### config.mk
export PLATFORM = sky130hd
export DESIGN_NAME = vram_block_dma
export DESIGN_NICKNAME = d
export VERILOG_FILES = /design/src/rtl/vdma_pkg.sv /design/src/rtl/vdma_rise.sv /design/src/rtl/vdma_regs.sv /design/src/rtl/vdma_seq.sv /design/src/rtl/vram_block_dma.sv
export SDC_FILE = /design/constraint.sdc
export NUM_CORES = 1
export LEC_CHECK = 0
export BUFFER_PORTS_ARGS = -buffer_cell sky130_fd_sc_hd__clkbuf_2
export CAP_MARGIN = 40
export CORE_ASPECT_RATIO = 1.5
export CORE_MARGIN = 8
export CORE_UTILIZATION = 56
export DETAILED_ROUTE_END_ITERATION = 10
export HOLD_SLACK_MARGIN = 0.15
export MAX_ROUTING_LAYER = met4
export PLACE_DENSITY = 0.84
export SETUP_SLACK_MARGIN = 0.3
export SLEW_MARGIN = 10
export SYNTH_ARGS = -nofsm -noshare
export SYNTH_HDL_FRONTEND = slang
export SYNTH_SLANG_ARGS = --single-unit
### constraint.sdc
create_clock -name clk -period 2.46 [get_ports clk]
set_input_delay 0.123 -clock clk [delete_from_list [all_inputs] [get_ports clk]]
set_output_delay 0.123 -clock clk [all_outputs]
set_load 0.1 [all_outputs]
### src/rtl/vdma_pkg.sv
package vdma_pkg;
   localparam int ADDR_W = 16;
   localparam int REG_W  = 8;
   localparam int LEN_W  = 7;
   localparam int CNT_W  = LEN_W + 1;

   localparam logic [2:0] RA_SRC_HI = 3'd0;
   localparam logic [2:0] RA_SRC_LO = 3'd1;
   localparam logic [2:0] RA_DST_HI = 3'd2;
   localparam logic [2:0] RA_DST_LO = 3'd3;
   localparam logic [2:0] RA_CTRL   = 3'd4;

   localparam logic [ADDR_W-1:0] VRAM_BASE = 16'h8000;
   localparam logic [ADDR_W-1:0] VRAM_MASK = 16'h1FFF;
   localparam logic [ADDR_W-1:0] XRAM_LO   = 16'hA000;
   localparam logic [ADDR_W-1:0] XRAM_END  = 16'hE000;

   typedef enum logic [1:0] {
      SQ_IDLE,
      SQ_ARMED,
      SQ_DELAY,
      SQ_MOVE
   } sq_state_t;

   typedef struct packed {
      logic [ADDR_W-1:0] src;
      logic [ADDR_W-1:0] dst;
      logic [CNT_W-1:0]  count;
      logic              hb_mode;
   } vdma_job_t;
endpackage

### src/rtl/vdma_rise.sv
module vdma_rise (
   input  logic clk,
   input  logic rst_n,
   input  logic level,
   output logic rise
);
   logic level_q;

   always_ff @(posedge clk) begin
      if (!rst_n) level_q <= 1'b0;
      else        level_q <= level;
   end

   assign rise = level & ~level_q;
endmodule

### src/rtl/vdma_regs.sv
module vdma_regs
   import vdma_pkg::*;
#(
   parameter int BLOCK_BYTES = 16
) (
   input  logic             clk,
   input  logic             rst_n,
   input  logic             wr_en,
   input  logic [2:0]       addr,
   input  logic [REG_W-1:0] wdata,
   output logic [REG_W-1:0] rdata,
   input  logic [CNT_W-1:0] remain,
   input  logic             hb_active,
   input  logic             done,
   output logic             launch,
   output logic             cancel,
   output vdma_job_t        job
);
   localparam int BLK_SH = $clog2(BLOCK_BYTES);
   localparam logic [ADDR_W-1:0] ALIGN_MASK = ~ADDR_W'(BLOCK_BYTES - 1);
   localparam logic [ADDR_W:0]   ADDR_END   = {1'b1, {ADDR_W{1'b0}}};

   logic [REG_W-1:0] src_hi_q, src_lo_q, dst_hi_q, dst_lo_q, ctrl_q;
   logic             ctrl_wr;
   logic [CNT_W-1:0] req_cnt;
   logic [CNT_W-1:0] remain_m1;
   logic [ADDR_W:0]  span;
   logic [ADDR_W:0]  room;

   assign ctrl_wr = wr_en && (addr == RA_CTRL);
   assign cancel  = ctrl_wr && !wdata[REG_W-1] && hb_active;
   assign launch  = ctrl_wr && !cancel;

   always_comb begin
      job.src     = {src_hi_q, src_lo_q} & ALIGN_MASK;
      job.dst     = {dst_hi_q, dst_lo_q} & ALIGN_MASK;
      job.hb_mode = wdata[REG_W-1];
      req_cnt     = CNT_W'(wdata[LEN_W-1:0]) + CNT_W'(1);
      span        = {1'b0, job.dst} + ((ADDR_W+1)'(req_cnt) << BLK_SH);
      room        = (ADDR_END - {1'b0, job.dst}) >> BLK_SH;
      job.count   = span[ADDR_W] ? room[CNT_W-1:0] : req_cnt;
   end

   always_ff @(posedge clk) begin
      if (!rst_n) begin
         src_hi_q <= '0;
         src_lo_q <= '0;
         dst_hi_q <= '0;
         dst_lo_q <= '0;
         ctrl_q   <= '0;
      end else begin
         if (wr_en && addr == RA_SRC_HI) src_hi_q <= wdata;
         if (wr_en && addr == RA_SRC_LO) src_lo_q <= wdata;
         if (wr_en && addr == RA_DST_HI) dst_hi_q <= wdata;
         if (wr_en && addr == RA_DST_LO) dst_lo_q <= wdata;
         if (launch)    ctrl_q           <= wdata;
         else if (done) ctrl_q[REG_W-1]  <= 1'b0;
      end
   end

   assign remain_m1 = remain - CNT_W'(1);

   always_comb begin
      unique case (addr)
         RA_SRC_HI: rdata = src_hi_q;
         RA_SRC_LO: rdata = src_lo_q;
         RA_DST_HI: rdata = dst_hi_q;
         RA_DST_LO: rdata = dst_lo_q;
         RA_CTRL:   rdata = {ctrl_q[REG_W-1], remain_m1[LEN_W-1:0]};
         default:   rdata = '1;
      endcase
   end
endmodule

### src/rtl/vdma_seq.sv
module vdma_seq
   import vdma_pkg::*;
#(
   parameter int BLOCK_BYTES      = 16,
   parameter int CYCLES_PER_BLOCK = 8,
   parameter int START_DELAY      = 1,
   localparam int BEAT_BYTES      = BLOCK_BYTES / CYCLES_PER_BLOCK,
   localparam int DATA_W          = 8 * BEAT_BYTES
) (
   input  logic              clk,
   input  logic              rst_n,
   input  logic              launch,
   input  logic              cancel,
   input  vdma_job_t         job,
   input  logic              hb_rise,
   output logic [ADDR_W-1:0] mem_rd_addr,
   input  logic [DATA_W-1:0] mem_rd_data,
   output logic              mem_wr_en,
   output logic [ADDR_W-1:0] mem_wr_addr,
   output logic [DATA_W-1:0] mem_wr_data,
   output logic              halt_release,
   output logic [CNT_W-1:0]  remain,
   output logic              hb_active,
   output logic              done
);
   localparam int BEAT_W  = $clog2(CYCLES_PER_BLOCK);
   localparam int BEAT_SH = $clog2(BEAT_BYTES);
   localparam logic [ADDR_W-1:0] BLK_STEP = ADDR_W'(BLOCK_BYTES);
   localparam sq_state_t START_ST = (START_DELAY > 0) ? SQ_DELAY : SQ_MOVE;

   sq_state_t         st_q;
   logic [ADDR_W-1:0] src_q, dst_q, dst_norm, beat_off;
   logic [CNT_W-1:0]  remain_q;
   logic [BEAT_W-1:0] beat_q;
   logic              hb_q;
   logic              src_ok, last_beat, final_blk, dly_done;

   generate
      if (START_DELAY > 0) begin : g_delay
         localparam int DLY_W = $clog2(START_DELAY + 1);
         logic [DLY_W-1:0] dly_q;
         always_ff @(posedge clk) begin
            if (!rst_n)                                       dly_q <= '0;
            else if (st_q == SQ_DELAY && !launch && !cancel)  dly_q <= dly_q + DLY_W'(1);
            else                                              dly_q <= '0;
         end
         assign dly_done = (dly_q == DLY_W'(START_DELAY - 1));
      end else begin : g_nodelay
         assign dly_done = 1'b1;
      end
   endgenerate

   assign dst_norm  = VRAM_BASE | (dst_q & VRAM_MASK);
   assign src_ok    = (src_q < VRAM_BASE) || (src_q >= XRAM_LO && src_q < XRAM_END);
   assign beat_off  = ADDR_W'(beat_q) << BEAT_SH;
   assign last_beat = (beat_q == BEAT_W'(CYCLES_PER_BLOCK - 1));
   assign final_blk = (remain_q == CNT_W'(1));

   assign mem_rd_addr  = src_q + beat_off;
   assign mem_wr_addr  = dst_norm + beat_off;
   assign mem_wr_en    = (st_q == SQ_MOVE) && src_ok;
   assign mem_wr_data  = mem_rd_data;
   assign halt_release = (st_q == SQ_MOVE) && last_beat && !src_ok;
   assign done         = (st_q == SQ_MOVE) && last_beat && final_blk;
   assign remain       = remain_q;
   assign hb_active    = hb_q;

   always_ff @(posedge clk) begin
      if (!rst_n) begin
         st_q     <= SQ_IDLE;
         src_q    <= '0;
         dst_q    <= '0;
         remain_q <= '0;
         beat_q   <= '0;
         hb_q     <= 1'b0;
      end else if (launch) begin
         st_q     <= job.hb_mode ? SQ_ARMED : START_ST;
         src_q    <= job.src;
         dst_q    <= job.dst;
         remain_q <= job.count;
         beat_q   <= '0;
         hb_q     <= job.hb_mode;
      end else if (cancel) begin
         st_q   <= SQ_IDLE;
         beat_q <= '0;
         hb_q   <= 1'b0;
      end else begin
         unique case (st_q)
            SQ_ARMED: if (hb_rise) st_q <= START_ST;
            SQ_DELAY: if (dly_done) st_q <= SQ_MOVE;
            SQ_MOVE: begin
               if (last_beat) begin
                  beat_q   <= '0;
                  src_q    <= src_q + BLK_STEP;
                  dst_q    <= dst_norm + BLK_STEP;
                  remain_q <= remain_q - CNT_W'(1);
                  if (final_blk) begin
                     st_q <= SQ_IDLE;
                     hb_q <= 1'b0;
                  end else if (hb_q) begin
                     st_q <= SQ_ARMED;
                  end
               end else begin
                  beat_q <= beat_q + BEAT_W'(1);
               end
            end
            default: ;
         endcase
      end
   end
endmodule

### src/rtl/vram_block_dma.sv
module vram_block_dma
   import vdma_pkg::*;
#(
   parameter int BLOCK_BYTES      = 16,
   parameter int CYCLES_PER_BLOCK = 8,
   parameter int START_DELAY      = 1,
   localparam int DATA_W          = 8 * (BLOCK_BYTES / CYCLES_PER_BLOCK)
) (
   input  logic              clk,
   input  logic              rst_n,
   input  logic              reg_wr_en,
   input  logic [2:0]        reg_addr,
   input  logic [7:0]        reg_wdata,
   output logic [7:0]        reg_rdata,
   input  logic              hblank,
   output logic [15:0]       mem_rd_addr,
   input  logic [DATA_W-1:0] mem_rd_data,
   output logic              mem_wr_en,
   output logic [15:0]       mem_wr_addr,
   output logic [DATA_W-1:0] mem_wr_data,
   output logic              halt_release
);
   generate
      if ((BLOCK_BYTES & (BLOCK_BYTES - 1)) != 0 || BLOCK_BYTES < 2) begin : g_bad_block
         $error("BLOCK_BYTES must be a power of two");
      end
      if ((CYCLES_PER_BLOCK & (CYCLES_PER_BLOCK - 1)) != 0 || CYCLES_PER_BLOCK < 2
          || CYCLES_PER_BLOCK > BLOCK_BYTES) begin : g_bad_cycles
         $error("CYCLES_PER_BLOCK must be a power of two between 2 and BLOCK_BYTES");
      end
      if (START_DELAY < 0) begin : g_bad_delay
         $error("START_DELAY must not be negative");
      end
      if (ADDR_W != 2 * REG_W) begin : g_bad_addr
         $error("address must be two register bytes wide");
      end
   endgenerate

   logic             launch, cancel, hb_rise, hb_active, done;
   logic [CNT_W-1:0] remain;
   vdma_job_t        job;

   vdma_regs #(.BLOCK_BYTES(BLOCK_BYTES)) u_regs (
      .clk       (clk),
      .rst_n     (rst_n),
      .wr_en     (reg_wr_en),
      .addr      (reg_addr),
      .wdata     (reg_wdata),
      .rdata     (reg_rdata),
      .remain    (remain),
      .hb_active (hb_active),
      .done      (done),
      .launch    (launch),
      .cancel    (cancel),
      .job       (job)
   );

   vdma_rise u_rise (
      .clk   (clk),
      .rst_n (rst_n),
      .level (hblank),
      .rise  (hb_rise)
   );

   vdma_seq #(
      .BLOCK_BYTES      (BLOCK_BYTES),
      .CYCLES_PER_BLOCK (CYCLES_PER_BLOCK),
      .START_DELAY      (START_DELAY)
   ) u_seq (
      .clk          (clk),
      .rst_n        (rst_n),
      .launch       (launch),
      .cancel       (cancel),
      .job          (job),
      .hb_rise      (hb_rise),
      .mem_rd_addr  (mem_rd_addr),
      .mem_rd_data  (mem_rd_data),
      .mem_wr_en    (mem_wr_en),
      .mem_wr_addr  (mem_wr_addr),
      .mem_wr_data  (mem_wr_data),
      .halt_release (halt_release),
      .remain       (remain),
      .hb_active    (hb_active),
      .done         (done)
   );
endmodule

==> results of run 1 <==
[worst paths after layout]
path / startpoint / endpoint / slack (ns) / cells past startpoint
worst max register to register: u_seq.beat_q[0]$_SDFFE_PP0P_ / u_seq.dst_q[10]$_SDFFE_PN0P_ / 0.47 / 7
worst min-delay path: reg_wdata[7] / u_regs.dst_hi_q[7]$_SDFFE_PN0P_ / 0.17 / 3
worst min register to register: u_regs.dst_lo_q[1]$_SDFFE_PN0P_ / u_regs.dst_lo_q[1]$_SDFFE_PN0P_ / 0.46 / 2
worst max-delay path: u_seq.remain[0]$_SDFFE_PN0P_ / reg_rdata[4] / 0.34 / 7
[placed cells by master, fill, tap and decap left out, types with 4 or more instances in the layout]
master	instances
a21oi_1	66
xnor2_1	14
inv_1	8
nand4_1	12
dfxtp_1	64
o21ai_1	6
a31oi_1	5
xor2_1	11
clkbuf_2	46
ha_1	14
dfxtp_2	4
nand3_1	18
a211oi_1	6
and3_1	6
buf_4	23
and2_1	4
mux2i_1	7
conb_1	5
nor3_1	11
clkbuf_16	10
o21ai_0	21
mux4_2	5
dlygate4sd3_1	8
nand2_1	94
nor2_1	39
[per-stage QoR]
step | area, um^2 | utilization, % | TNS [ns]
final | 5050 | 66.3 | 0
after global routing | 5050 | 66.3 | 0
after CTS | 4990 | 65.6 | 0
after floorplan | 4440 | - | -0.0504
after global placement | 4600 | 60.4 | 0
after detailed placement | 4600 | 60.4 | 0
[tightest hold or removal path: stages]
cell and delay [ns]:
clkbuf_2 0.18, nand2_1 0.10, a21oi_1 0.06
[metal layers]
metal  vias up  wire length [um]  GRT usage, %
li1       2005                 -             -
met1      2020              4890          26.9
met3        63              1130          5.35
met4         0               718          17.7
met2       235              6370          38.2
met5         -                 0             -
[cell type report]
class | count | area, um^2 | share of cell area [%]
clock buffers | 10 | 250 | 4.96
repair buffers | 81 | 529 | 10.5
inverters | 8 | 30.0 | 0.595
clock inverters | 5 | 33.8 | 0.669
multi-input cells | 420 | 2670 | 52.8
well taps | 102 | 128 | 2.53
flip-flops and latches | 70 | 1410 | 28.0
[power by group through the flow]
stage	registers, W	logic (W)	clock network, W
after floorplan	0.00128	0.000465	0
after global placement	0.00123	0.000485	0
after detailed placement	0.00123	0.000493	0
after CTS	0.00121	0.000513	0.00124
after global routing	0.00121	0.000556	0.00128
final	0.00121	0.000528	0.00122
[kinds of logic after synthesis]
kind of cell | Yosys count | synth area share (%)
flip-flops | 70 | 32.0
AO/OA/AOI/OAI | 140 | 19.7
adder cells (fa/ha/maj) | 15 | 4.29
XOR/XNOR | 25 | 5.00
other | 2 | 0.171
multiplexers | 15 | 5.09
AND/OR/NAND/NOR | 220 | 24.6
buffers and inverters | 66 | 9.09
[what timing repair did]
action                                  CTS  global route
gates resized for setup                   7             6
endpoints found under the setup margin    4             8
hold buffers                              8             0
buffers inserted                          1             4
pin swaps                                 1             1
endpoints found under the hold margin    18             0
[flip-flops by register name, summed over array words and instances (netlist names)]
register,flops
u_seq.src_q,12
u_seq.dst_q,9
u_regs.dst_hi_q,8
u_regs.dst_lo_q,8
u_regs.src_hi_q,8
u_regs.src_lo_q,8
u_seq.remain,8
u_seq.beat_q,3
u_seq.st_q,2
u_regs.ctrl_q,1
u_rise.level_q,1
u_seq.g_delay.dly_q,1
u_seq.hb_active,1
==> impl_metrics.json, run 1 <==
{
  "antenna_found_initial": 0,
  "drive_gt1_share_pct": 22.1,
  "dp_cells": 668,
  "initial_core_util_pct": 57.5,
  "min_period_over_period_pct": 86.4,
  "finalWeightedCongestion": 0.998,
  "worstPathRequired_ns": 2.34,
  "synth_common_cells": "nand2_1, dfxtp_1, a21oi_1, nor2_1, buf_4",
  "synth.area.top_cells": "dfxtp_1, nand2_1, a21oi_1, buf_4, ha_1",
  "power.total_w": 0.00296,
  "drv_cap": 0,
  "clockPowerShare_pct": 41.3,
  "hold_slack_ns": 0.169,
  "root_buffer": "clkbuf_16",
  "rows": 39,
  "die_x_um": 88.2,
  "drt-total-wl_um": 13100,
  "first_pass_iters": 7,
  "max_clock_freq_mhz": 471,
  "netlist_instances": 553,
  "area_growth_pct": 15.3,
  "drc": 0,
  "tightest_slew_ns": 0.550,
  "min_path_type": "input pin to flop",
  "synth_most_common_cell": "nand2_1",
  "synth_ff_type": "dfxtp_1",
  "path_cells": "inv_1, ha_4, nor3b_4, buf_4, xnor2_1, a31oi_2, clkbuf_4",
  "fin_nets": 636,
  "crit_type": "flop to primary output",
  "synth_top_area_share_pct": 32.0,
  "p_seq_share_pct": 40.8,
  "ys_seq_elements": 70,
  "track_usage_pct": 24.7,
  "p_sw_w": 0.000913,
  "seq_area_frac_synth_pct": 32.0,
  "die_h_um": 124,
  "synth_warnings": 0,
  "ir_worst_vdd_uv": 426,
  "p_sw_share_pct": 30.8,
  "overflow": 0,
  "synth_edf_count": 0,
  "cts_tree": "done",
  "synth_cell_types": 69,
  "fin_crit_ns": 2.12,
  "cts.clk_slew.worst_paths_ns": 0.06,
  "dp_worst_setup_slack_ns": 0.147,
  "drv_slew": 0,
  "cpLargestDelayFamily": "buffers and inverters",
  "insertion_delay_ns": 0.34,
  "cts.sinks": 70,
  "worst_setup_path_start_kind": "flop",
  "syn_area_um2": 4380,
  "final-hold-violation-count": 0,
  "port_buffers": 51,
  "setup_viol": 0,
  "cp-end-kind": "primary output",
  "grt_pass1_wl_um": 20600,
  "async_reset_ff_share_pct": 0,
  "diodes": 0,
  "skew_ns": 0.00633,
  "grt_max_degree": 29,
  "final_cells": 696,
  "synth_area_leader_cell": "dfxtp_1",
  "h-tree-depth": 3,
  "intPower_w": 0.00205,
  "avgSynthCellArea_um2": 7.92,
  "via_per_inst": 6.21,
  "rsz0062_at_grt": "true",
  "slowest_delay_ns": 0.38,
  "core_um2": 7610,
  "status": "finished clean",
  "drt-wirelength-per-cell_um": 18.8,
  "path_max_fanout": 6,
  "die-area_um2": 11000,
  "comb_power_share_pct": 17.8,
  "power_leakage_nw": 2.00,
  "ant_nets": 0,
  "hpwl_um": 9410,
  "clockBufferDepth": 2,
  "numCtsBuffers": 9,
  "critPathArrivalTime_ns": 2.00,
  "cp_slowest_cell": "dfxtp_2",
  "slew_headroom_pct": 63.5,
  "drt_iter0_markers": 467,
  "power_density_nw_per_um2": 586,
  "vias": 4323,
  "grt_pass1_vias": 4200,
  "io_pins": 89,
  "path_buf_inv": 3,
  "fillers": 634,
  "fin_ws_ns": 0.336
}
Note: power is estimated with default switching activity, not from simulation.
==> run 2, diff against run 1 <==
==> constraint.sdc (replaced) <==
create_clock -name clk -period 2.4 [get_ports clk]
set_input_delay 0.12 -clock clk [delete_from_list [all_inputs] [get_ports clk]]
set_output_delay 0.12 -clock clk [all_outputs]
set_load 0.1 [all_outputs]
==> run 2 against run 1 <==
Compared with the run above:
- sequential power hardly changed
- cell count up 0.14%
- critical path depth shrank 1
- clock skew hardly changed
- total power rose by 13%
==> impl_metrics.json, run 2 (same netlist as run 1, synthesis figures left out) <==
{
  "hpwl_um": 9450,
  "overflow": 0,
  "vias": 4363,
  "regMostFlops": "u_seq.src_q",
  "p_sw_share_pct": 29.3,
  "grt_max_degree": 50,
  "cts.sinks": 70,
  "hold_slack_ns": 0.172,
  "clockPowerShare_pct": 46.2,
  "core_um2": 7610,
  "io_pins": 89,
  "critPathArrivalTime_ns": 1.97,
  "drt-wirelength-per-cell_um": 19.4,
  "path_max_fanout": 3,
  "drt-total-wl_um": 13500,
  "fin_nets": 636,
  "power.total_w": 0.00334,
  "cts.clk_slew.worst_paths_ns": 0.06,
  "first_pass_iters": 5,
  "p_seq_share_pct": 37.1,
  "rsz0062_at_grt": "true",
  "drc": 0,
  "initial_core_util_pct": 57.5,
  "reg_top3": "u_seq.src_q (12), u_seq.dst_q (9)",
  "p_sw_w": 0.000979,
  "rows": 39,
  "status": "finished clean",
  "layout_commonest_cell": "nand2_1",
  "slew_headroom_pct": 63.5,
  "fillers": 611,
  "drv_slew": 0,
  "grt_pass1_wl_um": 21000,
  "largest_reg_flops": 12,
  "clockBufferDepth": 2,
  "tightest_slew_ns": 0.550,
  "crit_type": "flop to primary output",
  "track_usage_pct": 25.0,
  "setup_viol": 0,
  "power_leakage_nw": 2.06,
  "area_growth_pct": 19.4,
  "max_clock_freq_mhz": 477,
  "diodes": 0,
  "port_buffers": 51,
  "cts_tree": "done",
  "rrSetupSlack_ns": 0.43,
  "drt_iter0_markers": 478,
  "cp-end-kind": "primary output",
  "h-tree-depth": 3,
  "die-area_um2": 11000,
  "final_cell_mix": "nand2_1, a21oi_1, dfxtp_1",
  "worstPathRequired_ns": 2.28,
  "fin_crit_ns": 2.09,
  "comb_power_share_pct": 16.7,
  "grt_pass1_vias": 4114,
  "root_buffer": "clkbuf_16",
  "drv_cap": 0,
  "ant_nets": 0,
  "die_x_um": 88.2,
  "die_h_um": 124,
  "worst_setup_path_start_kind": "flop",
  "drive_gt1_share_pct": 24.9,
  "finalWeightedCongestion": 0.935,
  "numCtsBuffers": 9,
  "insertion_delay_ns": 0.34,
  "min_path_type": "input pin to flop",
  "min_period_over_period_pct": 87.3,
  "power_density_nw_per_um2": 639,
  "skew_ns": 0.00629,
  "antenna_found_initial": 0,
  "intPower_w": 0.00236,
  "final-hold-violation-count": 0,
  "via_per_inst": 6.26,
  "ir_worst_vdd_uv": 602,
  "setup-tns-final_ns": 0
}
-- run 2: routing by layer --
| metal | global-route usage (%) | vias to the layer above | share of wire, % |
|---|---|---|---|
| li1 | - | 2008 | - |
| met1 | 27.3 | 2081 | 37 |
| met2 | 40.5 | 229 | 51 |
| met3 | 4.76 | 45 | 7.8 |
| met4 | 14.7 | 0 | 3.8 |
| met5 | - | - | 0 |
-- run 2: through the flow --
stage,utilization [%],std cells,worst slack [ns],cell area (um^2)
after detailed placement,61.3,667,0.185,4660
after CTS,67.5,692,0.288,5130
final,68.7,697,0.305,5230
after global placement,61.3,667,0.244,4660
after floorplan,-,556,0.110,4490
after global routing,68.7,697,0.263,5230
-- run 2: worst paths after layout --
check | cells after the start | endpoint | startpoint
worst max-delay path | 6 | reg_rdata[2] | u_seq.remain[1]$_SDFFE_PN0P_
worst min-delay path | 3 | u_regs.src_lo_q[7]$_SDFFE_PN0P_ | reg_wdata[7]
worst max register to register | 7 | u_seq.dst_q[10]$_SDFFE_PN0P_ | u_seq.beat_q[0]$_SDFFE_PP0P_
worst min register to register | 2 | u_regs.dst_lo_q[3]$_SDFFE_PN0P_ | u_regs.dst_lo_q[3]$_SDFFE_PN0P_
-- run 2: layout make-up --
cell class	instances	area, um^2	share of cell area (%)
multi-input cells	420	2740	52.5
flip-flops and latches	70	1420	27.2
repair buffers	81	557	10.6
clock buffers	11	264	5.05
well taps	102	128	2.44
clock inverters	5	86.3	1.65
inverters	8	30.0	0.574
-- run 2: worst max-delay path: stages, from the launching register on --
cell and delay, ns:
dfxtp_1 0.43, inv_2 0.09, ha_4 0.17, buf_4 0.13, xnor2_1 0.13, a31oi_2 0.22
buf_2 0.46
-- run 2: power groups by stage --
stage | registers [W] | logic (W) | clock network [W]
after floorplan | 0.00131 | 0.000486 | 0
after global placement | 0.00126 | 0.000511 | 0
after detailed placement | 0.00126 | 0.000519 | 0
after CTS | 0.00124 | 0.000543 | 0.00155
after global routing | 0.00124 | 0.000585 | 0.00162
final | 0.00124 | 0.000557 | 0.00155
-- run 2: repair_timing --
action	4_1_cts	5_1_grt
buffers inserted	4	4
endpoints found under the hold margin	14	0
cloned	0	1
pin swaps	2	2
setup endpoints to repair	8	20
gates resized for setup	11	18
hold buffers	5	0
